--- src/rtl/mwi_pkg.sv ---
package mwi_pkg;

    localparam int XLEN   = 64;
    localparam int HALF   = 16;
    localparam int REGW   = 5;
    localparam int IW     = 32;
    localparam int LANES  = XLEN / HALF;
    localparam int HWW    = $clog2(LANES);
    localparam int FIXW   = 6;
    localparam logic [FIXW-1:0] CLASS_TAG = 6'b100101;

    typedef enum logic [1:0] {
        OP_INV  = 2'b00,
        OP_RSV  = 2'b01,
        OP_ZERO = 2'b10,
        OP_KEEP = 2'b11
    } mw_op_e;

    typedef struct packed {
        logic            sf;
        mw_op_e          op;
        logic [HWW-1:0]  hw;
        logic [HALF-1:0] imm;
        logic [REGW-1:0] rd;
    } mw_fields_t;

    typedef struct packed {
        logic            valid;
        logic            wen;
        logic            undef;
        logic [REGW-1:0] rd;
        logic [XLEN-1:0] data;
    } mw_wb_t;

endpackage

--- src/rtl/mwi_decode.sv ---
module mwi_decode
    import mwi_pkg::*;
#(
    parameter int P_IW   = IW,
    parameter int P_HALF = HALF,
    parameter int P_REGW = REGW,
    parameter int P_HWW  = HWW
) (
    input  logic [P_IW-1:0] insn,
    output mw_fields_t      fld,
    output logic            is_class,
    output logic            illegal,
    output logic            to_zero_reg
);
    localparam int IMM_LO = P_REGW;
    localparam int HW_LO  = IMM_LO + P_HALF;
    localparam int FIX_LO = HW_LO + P_HWW;
    localparam int OPC_LO = FIX_LO + FIXW;
    localparam int SF_BIT = P_IW - 1;
    localparam int LANE_HALF = (1 << P_HWW) / 2;

    logic [FIXW-1:0] tag_d;
    logic            size_bad_d;

    always_comb begin
        fld.rd  = insn[IMM_LO-1:0];
        fld.imm = insn[HW_LO-1:IMM_LO];
        fld.hw  = insn[FIX_LO-1:HW_LO];
        tag_d   = insn[OPC_LO-1:FIX_LO];
        fld.op  = mw_op_e'(insn[SF_BIT-1:OPC_LO]);
        fld.sf  = insn[SF_BIT];

        is_class    = (tag_d == CLASS_TAG);
        size_bad_d  = !fld.sf && (int'(fld.hw) >= LANE_HALF);
        illegal     = (fld.op == OP_RSV) || size_bad_d;
        to_zero_reg = (fld.rd == {P_REGW{1'b1}});
    end

endmodule

--- src/rtl/mwi_merge.sv ---
module mwi_merge
    import mwi_pkg::*;
#(
    parameter int P_XLEN = XLEN,
    parameter int P_HALF = HALF
) (
    input  mw_fields_t        fld,
    input  logic [P_XLEN-1:0] old_val,
    output logic [P_XLEN-1:0] result
);
    localparam int NLANE = P_XLEN / P_HALF;
    localparam int LOWER = NLANE / 2;

    for (genvar k = 0; k < NLANE; k++) begin : g_lane
        logic            hit_d;
        logic [P_HALF-1:0] lane_d;

        always_comb begin
            hit_d = (int'(fld.hw) == k);
            unique case (fld.op)
                OP_ZERO: lane_d = hit_d ? fld.imm : '0;
                OP_INV:  lane_d = hit_d ? ~fld.imm : '1;
                OP_KEEP: lane_d = hit_d ? fld.imm : old_val[k*P_HALF +: P_HALF];
                default: lane_d = '0;
            endcase
            if (!fld.sf && (k >= LOWER)) begin
                lane_d = '0;
            end
        end

        assign result[k*P_HALF +: P_HALF] = lane_d;
    end

endmodule

--- src/rtl/mwi_unit.sv ---
module mwi_unit
    import mwi_pkg::*;
#(
    parameter int P_XLEN = XLEN,
    parameter int P_IW   = IW,
    parameter int P_REGW = REGW
) (
    input  logic              clk,
    input  logic              rst,
    input  logic              in_valid,
    input  logic [P_IW-1:0]   in_insn,
    input  logic [P_XLEN-1:0] in_old,
    output logic              out_valid,
    output logic [P_REGW-1:0] out_rd,
    output logic [P_XLEN-1:0] out_data,
    output logic              out_wen,
    output logic              out_undef
);
    localparam int UPPER_LO = P_XLEN / 2;

    mw_fields_t        fld;
    logic              is_class;
    logic              illegal;
    logic              to_zero_reg;
    logic [P_XLEN-1:0] merged;
    logic              accept_d;

    mw_wb_t st_d, st_q;

    mwi_decode #(.P_IW(P_IW), .P_HALF(HALF), .P_REGW(P_REGW), .P_HWW(HWW)) u_dec (
        .insn        (in_insn),
        .fld         (fld),
        .is_class    (is_class),
        .illegal     (illegal),
        .to_zero_reg (to_zero_reg)
    );

    mwi_merge #(.P_XLEN(P_XLEN), .P_HALF(HALF)) u_merge (
        .fld     (fld),
        .old_val (in_old),
        .result  (merged)
    );

    always_comb begin
        st_d     = st_q;
        accept_d = in_valid && is_class;
        st_d.valid = accept_d;
        st_d.undef = accept_d && illegal;
        st_d.wen   = accept_d && !illegal && !to_zero_reg;
        if (accept_d) begin
            st_d.rd   = fld.rd;
            st_d.data = merged;
        end
    end

    always_ff @(posedge clk) begin
        if (rst) begin
            st_q <= '0;
        end else begin
            st_q <= st_d;
        end
    end

    assign out_valid = st_q.valid;
    assign out_rd    = st_q.rd;
    assign out_data  = st_q.data;
    assign out_wen   = st_q.wen;
    assign out_undef = st_q.undef;


    wen_undef_excl_chk: assert property (@(posedge clk) disable iff (rst)
        !(out_wen && out_undef));


    idle_quiet_chk: assert property (@(posedge clk) disable iff (rst)
        (!$past(in_valid) && !$past(rst)) |-> (!out_valid && !out_wen && !out_undef));


    zero_reg_nowrite_chk: assert property (@(posedge clk) disable iff (rst)
        out_wen |-> (out_rd != {P_REGW{1'b1}}));


    rsv_opcode_chk: assert property (@(posedge clk) disable iff (rst)
        (in_valid && is_class && fld.op == OP_RSV) |=> (out_undef && !out_wen));


    narrow_shift_chk: assert property (@(posedge clk) disable iff (rst)
        (in_valid && is_class && !fld.sf && fld.hw[HWW-1]) |=> (out_undef && !out_wen));


    foreign_drop_chk: assert property (@(posedge clk) disable iff (rst)
        (in_valid && !is_class) |=> (!out_valid && !out_wen && !out_undef));


    narrow_upper_zero_chk: assert property (@(posedge clk) disable iff (rst)
        (in_valid && is_class && !fld.sf) |=> (out_data[P_XLEN-1:UPPER_LO] == '0));


    reset_clear_chk: assert property (@(posedge clk)
        $past(rst) |-> (!out_valid && !out_wen && !out_undef));

endmodule

--- config.mk ---
export PLATFORM = sky130hd
export DESIGN_NAME = mwi_unit
export DESIGN_NICKNAME = d
export VERILOG_FILES = /design/src/rtl/mwi_pkg.sv /design/src/rtl/mwi_decode.sv /design/src/rtl/mwi_merge.sv /design/src/rtl/mwi_unit.sv
export SDC_FILE = /design/constraint.sdc
export NUM_CORES = 1
export LEC_CHECK = 0
export BUFFER_PORTS_ARGS = -buffer_cell sky130_fd_sc_hd__buf_4
export CAP_MARGIN = 25
export CORE_UTILIZATION = 35
export CTS_CLUSTER_DIAMETER = 50
export DETAILED_ROUTE_END_ITERATION = 8
export PLACE_DENSITY = 0.67
export SKIP_LAST_GASP = 1
export SYNTH_ARGS = -nofsm -noshare
export SYNTH_HDL_FRONTEND = slang
export SYNTH_HIERARCHICAL = 1
export SYNTH_SLANG_ARGS = --single-unit
--- constraint.sdc ---
create_clock -name clk -period 1.3 [get_ports clk]
set_clock_uncertainty 0.1 [all_clocks]
set_input_delay 0 -clock clk [delete_from_list [all_inputs] [get_ports clk]]
set_output_delay 0 -clock clk [all_outputs]
set_load 0.01 [all_outputs]
==> impl_metrics.csv, run 1 <==
group,metric,value,unit
routing,drc,0,
worst_setup_path,cp_top_family,"buffers and inverters",
place,pre_cts_ws,-0.468,ns
timing,finalMaxSlewViolations,0,
grt,gr-total-overflow,0,
worst_setup_path,cp_max_fo,32,
routing,via_per_inst,5.70,
synthesis,syn_inst,612,
timing,period_minus_slack,1.22,ns
clock_tree,cts.sinks,72,
worst_setup_path,slowest_delay,0.55,ns
finish,area_growth,37.1,%
worst_setup_path,arrival,1.39,ns
finish,diodes,0,
synthesis,avgSynthCellArea,8.21,um^2
timing,max_clock_freq,822,MHz
worst_setup_path,critical_path_buf_inv_count,3,
worst_setup_path,cp-start-kind,"primary input",
timing,holdWs,0.0166,ns
timing,worst_pin_slew,0.686,ns
timing,rsz0062_at_grt,"no",
pwr,p_leak,0.00302,uW
clock_tree,cts_root_buf,"clkbuf_16",
grt,grt_pass1_vias,4976,
finish,fin_nets,846,
routing,drtAntennaViolNets,0,
grt,grt_max_degree,56,
clock_tree,post-cts-setup-buffers,0,
routing,drt_iter0_markers,466,
pwr,p_per_area,870,mW/mm^2
flow_run,max-cap-violations,0,
place,place_congestion,0.795,
floorplan,die-area,0.0148,mm^2
routing,wl_per_cell,18.6,um
clock_tree,cts.path.max_buffers,2,
worst_hold_path,hold_path_class,"primary input to register",
floorplan,start_util,36.1,%
clock_tree,tritoncts,"yes",
worst_setup_path,worstSetupPathType,"primary input to register",
routing,route.met2.wl,8.61,mm
timing,layout_worst_path_cycle_share,93.5,%
synthesis,synth_nets,711,
worst_setup_path,slowest_stage,"dlygate4sd3_1",
worst_setup_path,required,1.47,ns
clock_tree,clk_pin_slew_worst_paths,0.06,ns
finish,final_common_cell,"buf_4",
clock_tree,clock_latency,0.34,ns
place,io_buffer_count,170,
timing,setup_viol,0,
routing,vias,5309,
synthesis,yosysUniqueCellTypes,32,
timing,final.setup.worst_slack,0.0840,ns
finish,drive_above_1_share,35.4,%
pwr,peakVddDrop,566,uV
synthesis,synth_area,0.00502,mm^2
clock_tree,numCtsBuffers,9,
pwr,finalPower,5990,uW
place,dp.cells,893,
synthesis,ys_async_sr_fraction,0,%
grt,grt_pass1_wl,26.1,mm
synthesis,synth_edf_count,0,
routing,routed-wl-met3,1.02,mm
synthesis,synth.yosys.seq_area_share,28.7,%
timing,setup_tns,0,ns
routing,topRoutingLayerUsed,"met4",
worst_setup_path,crit_chain,"dlygate4sd3_1, buf_4, nand2_1, buf_12, o22ai_1, nand3_1, a21oi_1",
routing,wl_met1,6.94,mm
floorplan,core,0.0139,mm^2
synthesis,ys.flop_type,"dfxtp_1",
finish,final_cell_mix,"buf_4, a21oi_1, nand3_1, dfxtp_1, a21bo_2",
routing,totalWireLength,17.3,mm
grt,gr-usage-all-layers,23.2,%
timing,max_slew_margin,54.2,%
place,dp_hpwl,11.9,mm
grt,antenna_found_initial,0,
outcome,status,"completed",
timing,hold_violations,0,
floorplan,die_w,122,um
floorplan,fp-row-count,43,
finish,fin_cells,931,
synthesis,ys_ff_latch,72,
routing,first_pass_iters,7,
floorplan,io_pins,171,
floorplan,die_h,122,um
worst_setup_path,cp-end-kind,"register",
clock_tree,h-tree-depth,3,
synthesis,ys_warn_count,6,
==> per-stage QoR <==
step	utilization [%]	instance area [um^2]
6_report	49.4	6890
5_1_grt	49.4	6890
4_1_cts	49.4	6890
3_5_place_dp	45.5	6340
3_3_place_gp	45.5	6340
2_1_floorplan	-	5020
==> registers in the layout, indices dropped and copies added, names as in the netlist <==
signal / flops
out_undef: 1
out_rd: 5
out_wen: 1
out_valid: 1
out_data: 64
==> area by class of cell <==
class / instances / area [um^2]
fill: 1319 / 7050
clock inverter: 3 / 40.0
tap: 180 / 225
sequential: 72 / 1440
multi-input combinational: 434 / 2960
clock buffer: 12 / 267
timing repair buffer: 228 / 1940
inverter: 2 / 7.51
==> where the power goes <==
| part | total [uW] | switching, uW | internal (uW) |
|---|---|---|---|
| Clock | 2590 | 964 | 1630 |
| Combinational | 1190 | 606 | 579 |
| Sequential | 2220 | 3.15 | 2210 |
==> worst reg2reg max path: cells and delay by family (launching register included) <==
family,cells,cell delay (ns)
AO/OA/AOI/OAI,2,0.38
flip-flops,1,0.34
==> what timing repair did <==
item                       CTS  global route
setup endpoints to repair   16             0
hold buffers                23             0
hold endpoints to repair    42             0
resized for setup            1             0
==> layer usage <==
metal  track usage, %  vias up
li1                 -     2548
met1             27.1     2482
met2             39.3      222
met3             3.93       57
met4             14.4        0
met5                0        -
==> Yosys cell counts (all sizes together) (4+ instances only) <==
| master | count | area [um^2] |
|---|---|---|
| dfxtp | 72 | 1440 |
| clkbuf | 24 | 91.3 |
| a211oi | 16 | 120 |
| a21boi | 17 | 131 |
| and3b | 16 | 140 |
| nor2 | 4 | 17.5 |
| a22o | 16 | 140 |
| buf | 80 | 534 |
| a2bb2oi | 16 | 140 |
| nand2 | 4 | 17.5 |
| a21o | 16 | 120 |
| a21oi | 101 | 505 |
| a31oi | 16 | 100 |
| o22ai | 33 | 206 |
| nand3 | 86 | 430 |
| a21bo | 69 | 691 |
| and3 | 16 | 100 |
==> cell families after synthesis <==
| logic type | synth area share (%) |
|---|---|
| AOI/OAI and AO/OA | 43.2 |
| DFF | 28.7 |
| and+or+nand+nor | 15.5 |
| buffers and inverters | 12.6 |
==> worst paths after layout <==
path                              startpoint      endpoint  slack [ns]  depth (start not counted)
worst min-delay path              in_old[27]  out_data[27]        0.02                          5
worst min register to register  out_data[34]  out_data[34]        0.47                          2
worst max register to register     out_rd[2]     out_rd[2]        0.41                          2
worst max-delay path             in_insn[31]  out_data[54]        0.08                          7
(Power assumes the default switching activity.)
==> inputs of run 2 (changes only) <==
--- a/config.mk
+++ b/config.mk
@@ -6,11 +6,11 @@
 export NUM_CORES = 1
 export LEC_CHECK = 0
 export BUFFER_PORTS_ARGS = -buffer_cell sky130_fd_sc_hd__buf_4
-export CAP_MARGIN = 25
+export CAP_MARGIN = 20
 export CORE_UTILIZATION = 35
 export CTS_CLUSTER_DIAMETER = 50
 export DETAILED_ROUTE_END_ITERATION = 8
-export PLACE_DENSITY = 0.67
+export PLACE_DENSITY = 0.65
 export SKIP_LAST_GASP = 1
 export SYNTH_ARGS = -nofsm -noshare
 export SYNTH_HDL_FRONTEND = slang
==> constraint.sdc (replaced) <==
create_clock -name clk -period 1.5 [get_ports clk]
set_clock_uncertainty 0.1 [all_clocks]
set_input_delay 0 -clock clk [delete_from_list [all_inputs] [get_ports clk]]
set_output_delay 0 -clock clk [all_outputs]
set_load 0.01 [all_outputs]
==> impl_metrics.csv, run 2 (synthesized netlist as in run 1, its figures left out) <==
group,metric,value,unit
worst_setup_path,arrival,1.37,ns
grt,grt_pass1_wl,25.5,mm
clock_tree,tritoncts,"yes",
clock_tree,clock_latency,0.34,ns
clock_tree,numCtsBuffers,9,
finish,final_cell_mix,"buf_4, a21oi_1, nand3_1, dfxtp_1, a21bo_2",
routing,vias,5170,
timing,final.setup.worst_slack,0.257,ns
timing,setup_viol,0,
pwr,p_leak,0.00293,uW
floorplan,die_h,122,um
timing,worst_pin_slew,0.619,ns
place,dp.cells,879,
worst_setup_path,r2r-end,"out_data[28]",
floorplan,io_pins,171,
timing,hold_violations,0,
pwr,pwr-share-clk,44.7,%
pwr,p_per_area,782,mW/mm^2
clock_tree,clk_pin_slew_worst_paths,0.05,ns
worst_setup_path,r2r_cells,2,
timing,layout_worst_path_cycle_share,82.9,%
grt,gr-total-overflow,0,
clock_tree,cts.path.max_buffers,2,
worst_hold_path,hold_path_class,"primary input to register",
timing,finalMaxSlewViolations,0,
pwr,peakVddDrop,460,uV
clock_tree,post-cts-setup-buffers,0,
floorplan,start_util,36.1,%
worst_setup_path,crit_path_frequent_cell,"buf_4",
grt,gr-usage-all-layers,22.7,%
worst_setup_path,endpoint,"out_data[34]",
worst_setup_path,cp-start-kind,"primary input",
finish,drive_above_1_share,34.1,%
routing,first_pass_iters,7,
worst_setup_path,timing.critical_path.from,"in_insn[31]",
grt,antenna_found_initial,0,
place,pre_cts_ws,-0.270,ns
worst_setup_path,cp_max_fo,32,
floorplan,die_w,122,um
finish,fin_cells,919,
place,place_congestion,0.771,
routing,drt_iter0_markers,315,
pwr,p_seq_share,36.5,%
outcome,status,"completed",
worst_setup_path,r2r_slack,0.59,ns
routing,drc,0,
worst_setup_path,r2r_start,"out_data[28]",
finish,largest_reg_flops,64,
place,io_buffer_count,170,
finish,area_growth,33.9,%
clock_tree,h-tree-depth,3,
pwr,switching_share,25.3,%
flow_run,max-cap-violations,0,
floorplan,core,0.0139,mm^2
pwr,p_comb_share,18.8,%
place,dp_hpwl,11.3,mm
clock_tree,holdBufCountCts,24,
timing,period_minus_slack,1.24,ns
floorplan,die-area,0.0148,mm^2
grt,grt_pass1_vias,4661,
finish,final_common_cell,"buf_4",
worst_setup_path,worstSetupPathType,"primary input to register",
routing,totalWireLength,16.9,mm
worst_setup_path,slowest_delay,0.55,ns
clock_tree,cts.sinks,72,
worst_setup_path,slowest_stage,"dlygate4sd3_1",
timing,max_slew_margin,58.7,%
pwr,cell_internal_pwr,3930,uW
grt,grt_max_degree,71,
timing,max_clock_freq,804,MHz
worst_setup_path,cp-end-kind,"register",
pwr,finalPower,5260,uW
worst_setup_path,crit_chain,"dlygate4sd3_1, buf_4, nand2_1, buf_4, o22ai_1, nand3_1, a21oi_1",
routing,via_per_inst,5.63,
floorplan,fp-row-count,43,
clock_tree,cts.repair.resized,0,
finish,fin_nets,834,
timing,rsz0062_at_grt,"no",
clock_tree,cts_root_buf,"clkbuf_16",
worst_setup_path,required,1.62,ns
finish,diodes,0,
routing,drtAntennaViolNets,0,
pwr,p_switching,1330,uW
routing,wl_per_cell,18.4,um
-- run 2: worst min-delay path by stage --
stage,from,to,slack (ns),cells after the start
6_report,in_old[62],out_data[62],0.02,5
5_1_grt,in_old[48],out_data[48],0.04,5
4_1_cts,in_old[53],out_data[53],0.01,5
3_5_place_dp,in_insn[2],out_rd[2],0.18,3
3_3_place_gp,in_insn[4],out_rd[4],0.18,3
2_1_floorplan,in_insn[3],out_wen,0.15,3
-- run 2: final cells by class --
type                       instances  area, um^2
fill                            1355        7210
multi-input combinational        434        2960
clock inverter                     3        65.1
timing repair buffer             216        1780
tap                              180         225
sequential                        72        1440
inverter                           2        7.51
clock buffer                      12         256
-- run 2: critical path: cells and delay by family --
family	cells	cell delay, ns
buf+inv	3	1.01
compound gates	2	0.22
simple gates	2	0.13
-- run 2: power groups by stage --
stage / registers (uW) / logic (uW) / clock network (uW)
after floorplan: 1960 / 610 / 0
after global placement: 1960 / 906 / 0
after detailed placement: 1960 / 923 / 0
after CTS: 1920 / 977 / 2420
after global routing: 1920 / 1060 / 2510
final: 1920 / 987 / 2350
-- run 2: metrics by stage --
step	util (%)	cell area, um^2	setup TNS, ns	hold WS, ns
final	48.3	6730	0	0.0242
after global routing	48.3	6730	0	0.0434
after CTS	48.2	6710	0	0.0126
after detailed placement	44.2	6150	-4.14	0.181
after global placement	44.2	6150	-3.11	0.175
after floorplan	-	5020	0	0.149
-- run 2: routing by layer --
metal	wire length, um	vias up	track usage (%)
met4	469	0	9.65
met1	7220	2439	28.7
met2	8320	176	37.5
met5	0	-	0
li1	-	2523	-
met3	887	32	4.26
==> inputs of run 3 (changes only) <==
--- a/config.mk
+++ b/config.mk
@@ -10,7 +10,7 @@
 export CORE_UTILIZATION = 35
 export CTS_CLUSTER_DIAMETER = 50
 export DETAILED_ROUTE_END_ITERATION = 8
-export PLACE_DENSITY = 0.65
+export PLACE_DENSITY = 0.67
 export SKIP_LAST_GASP = 1
 export SYNTH_ARGS = -nofsm -noshare
 export SYNTH_HDL_FRONTEND = slang
==> constraint.sdc (replaced) <==
create_clock -name clk -period 1.1 [get_ports clk]
set_clock_uncertainty 0.1 [all_clocks]
set_input_delay 0 -clock clk [delete_from_list [all_inputs] [get_ports clk]]
set_output_delay 0 -clock clk [all_outputs]
set_load 0.01 [all_outputs]
==> impl_metrics.csv, run 3 (synthesized netlist as in run 1, its figures left out) <==
group,metric,value,unit
timing,setup_viol,5,
outcome,status,"finished with violations",
pwr,finalPower,7020,uW
place,dp_hpwl,11.6,mm
finish,drive_above_1_share,39.5,%
pwr,p_switching,1890,uW
worst_hold_path,hold_path_class,"primary input to register",
worst_setup_path,crit_path_frequent_cell,"buf_6",
worst_setup_path,crit_chain,"buf_6, nand4bb_4, nor3b_4, buf_6, buf_12, clkbuf_16, a21bo_2, a21oi_2",
grt,grt_pass1_wl,25.8,mm
routing,topRoutingLayerUsed,"met4",
grt,gr-usage-all-layers,23.0,%
place,place_congestion,0.821,
floorplan,fp-row-count,43,
timing,setup_tns,-0.0302,ns
routing,vias,5432,
timing,final.setup.worst_slack,-0.0123,ns
finish,final_cell_mix,"buf_4, a21oi_1, nand3_1, dfxtp_1, a21bo_2",
worst_setup_path,endpoint,"out_data[63]",
routing,drt_iter0_markers,460,
routing,wl_per_cell,19.7,um
finish,largest_reg_flops,64,
worst_setup_path,slowest_delay,0.22,ns
worst_setup_path,r2r_slack,0.22,ns
floorplan,die_w,122,um
routing,wl_met1,7.47,mm
routing,route.met2.wl,9.48,mm
worst_setup_path,slowest_stage,"nand4bb_4",
timing,max_clock_freq,899,MHz
worst_setup_path,cp-start-kind,"primary input",
finish,final_util,52.5,%
clock_tree,tritoncts,"yes",
worst_setup_path,cp_max_fo,8,
finish,final_area,0.00732,mm^2
pwr,peakVddDrop,688,uV
finish,final_common_cell,"buf_4",
worst_setup_path,r2r-end,"out_data[21]",
worst_setup_path,cp-end-kind,"register",
clock_tree,numCtsBuffers,9,
routing,via_per_inst,5.76,
place,io_buffer_count,170,
timing,layout_worst_path_cycle_share,101,%
worst_setup_path,worstSetupPathType,"primary input to register",
pwr,switching_share,27.0,%
timing,finalMaxSlewViolations,0,
finish,area_growth,45.7,%
worst_setup_path,timing.critical_path.from,"in_insn[27]",
floorplan,start_util,36.1,%
clock_tree,cts.sinks,72,
floorplan,io_pins,171,
worst_setup_path,r2r_start,"out_data[21]",
pwr,pwr-share-clk,41.8,%
clock_tree,clock_latency,0.35,ns
pwr,p_per_area,959,mW/mm^2
clock_tree,clk_pin_slew_worst_paths,0.06,ns
clock_tree,h-tree-depth,3,
pwr,p_leak,0.00315,uW
grt,gr-total-overflow,0,
pwr,cell_internal_pwr,5130,uW
grt,antenna_found_initial,1,
place,placed_area,0.00636,mm^2
routing,drc,0,
finish,multi_input_area,0.00311,mm^2
floorplan,die_h,122,um
timing,period_minus_slack,1.11,ns
pwr,p_comb_share,20.9,%
routing,totalWireLength,18.6,mm
timing,hold_violations,0,
timing,rsz0062_at_grt,"yes",
flow_run,max-cap-violations,0,
grt,grt_pass1_vias,4852,
timing,worst_pin_slew,0.372,ns
finish,n_fill_cell,1245,
clock_tree,cts_root_buf,"clkbuf_16",
routing,drtAntennaViolNets,0,
pwr,p_seq_share,37.3,%
floorplan,core,0.0139,mm^2
worst_setup_path,required,1.24,ns
floorplan,die-area,0.0148,mm^2
clock_tree,cts.path.max_buffers,2,
worst_setup_path,r2r_cells,2,
timing,max_slew_margin,75.2,%
finish,ff_latch_area,0.00144,mm^2
grt,grt_max_degree,76,
routing,first_pass_iters,5,
finish,fin_nets,857,
worst_setup_path,arrival,1.25,ns
routing,routed-wl-met3,1.05,mm
outcome,violations,"negative setup slack",
-- run 3: changes by cell type in the layout (fill, tap and decap cells not counted), moves of 2 or more --
cell / previous run / this run
buf_12: 7 / 12
buf_6: 0 / 8
nand3_2: 0 / 5
nand3_4: 0 / 3
clkbuf_16: 9 / 18
a21oi_2: 0 / 16
nand3_1: 86 / 78
buf_16: 0 / 3
clkinv_2: 1 / 3
a21oi_1: 101 / 85
-- run 3: final cells by class --
type	count	area share (%)
Multi-Input combinational cell	434	42.4
Timing Repair Buffer	239	30.7
Sequential cell	72	19.7
Clock buffer	11	3.32
Tap cell	180	3.08
Clock inverter	4	0.615
Inverter	2	0.103
Antenna cell	1	0.0342
-- run 3: repair_timing --
action / CTS / global route
endpoints found under the setup margin: 0 / 27
hold buffers: 23 / 0
endpoints found under the hold margin: 38 / 0
setup buffers: 0 / 1
gates resized for setup: 0 / 36
-- run 3: power by group through the flow --
stage | Clock (uW) | Combinational [uW] | Sequential [uW]
3_5_place_dp | 0 | 1320 | 2680
5_1_grt | 3110 | 1570 | 2620
6_report | 2930 | 1470 | 2620
4_1_cts | 2990 | 1390 | 2620
2_1_floorplan | 0 | 862 | 2680
3_3_place_gp | 0 | 1290 | 2680
-- run 3: worst min-delay path by stage --
stage	startpoint	to	slack, ns	cells after the start
2_1_floorplan	in_insn[3]	out_wen	0.15	3
3_3_place_gp	in_insn[3]	out_rd[3]	0.17	3
3_5_place_dp	in_insn[3]	out_rd[3]	0.18	3
4_1_cts	in_insn[30]	out_undef	0.001	3
5_1_grt	in_old[51]	out_data[51]	0.03	5
6_report	in_insn[30]	out_undef	0.01	3
-- run 3: layer usage --
metal,track usage (%),up-vias
li1,-,2574
met1,27.0,2597
met5,0,-
met3,4.40,46
met4,11.7,0
met2,39.6,215
-- run 3: stage by stage --
step	setup WS, ns	cells	hold WS, ns
floorplan	-0.149	612	0.147
global placement	-0.259	892	0.175
detailed placement	-0.271	892	0.183
CTS	0.0614	930	0.00133
global route	-0.0448	942	0.0303
finish	-0.0123	943	0.0122
-- run 3: worst max-delay path: cells and delay by family --
kind / cells / cell delay [ns]
buf+inv: 4 / 0.62
compound gates: 2 / 0.18
simple gates: 2 / 0.43
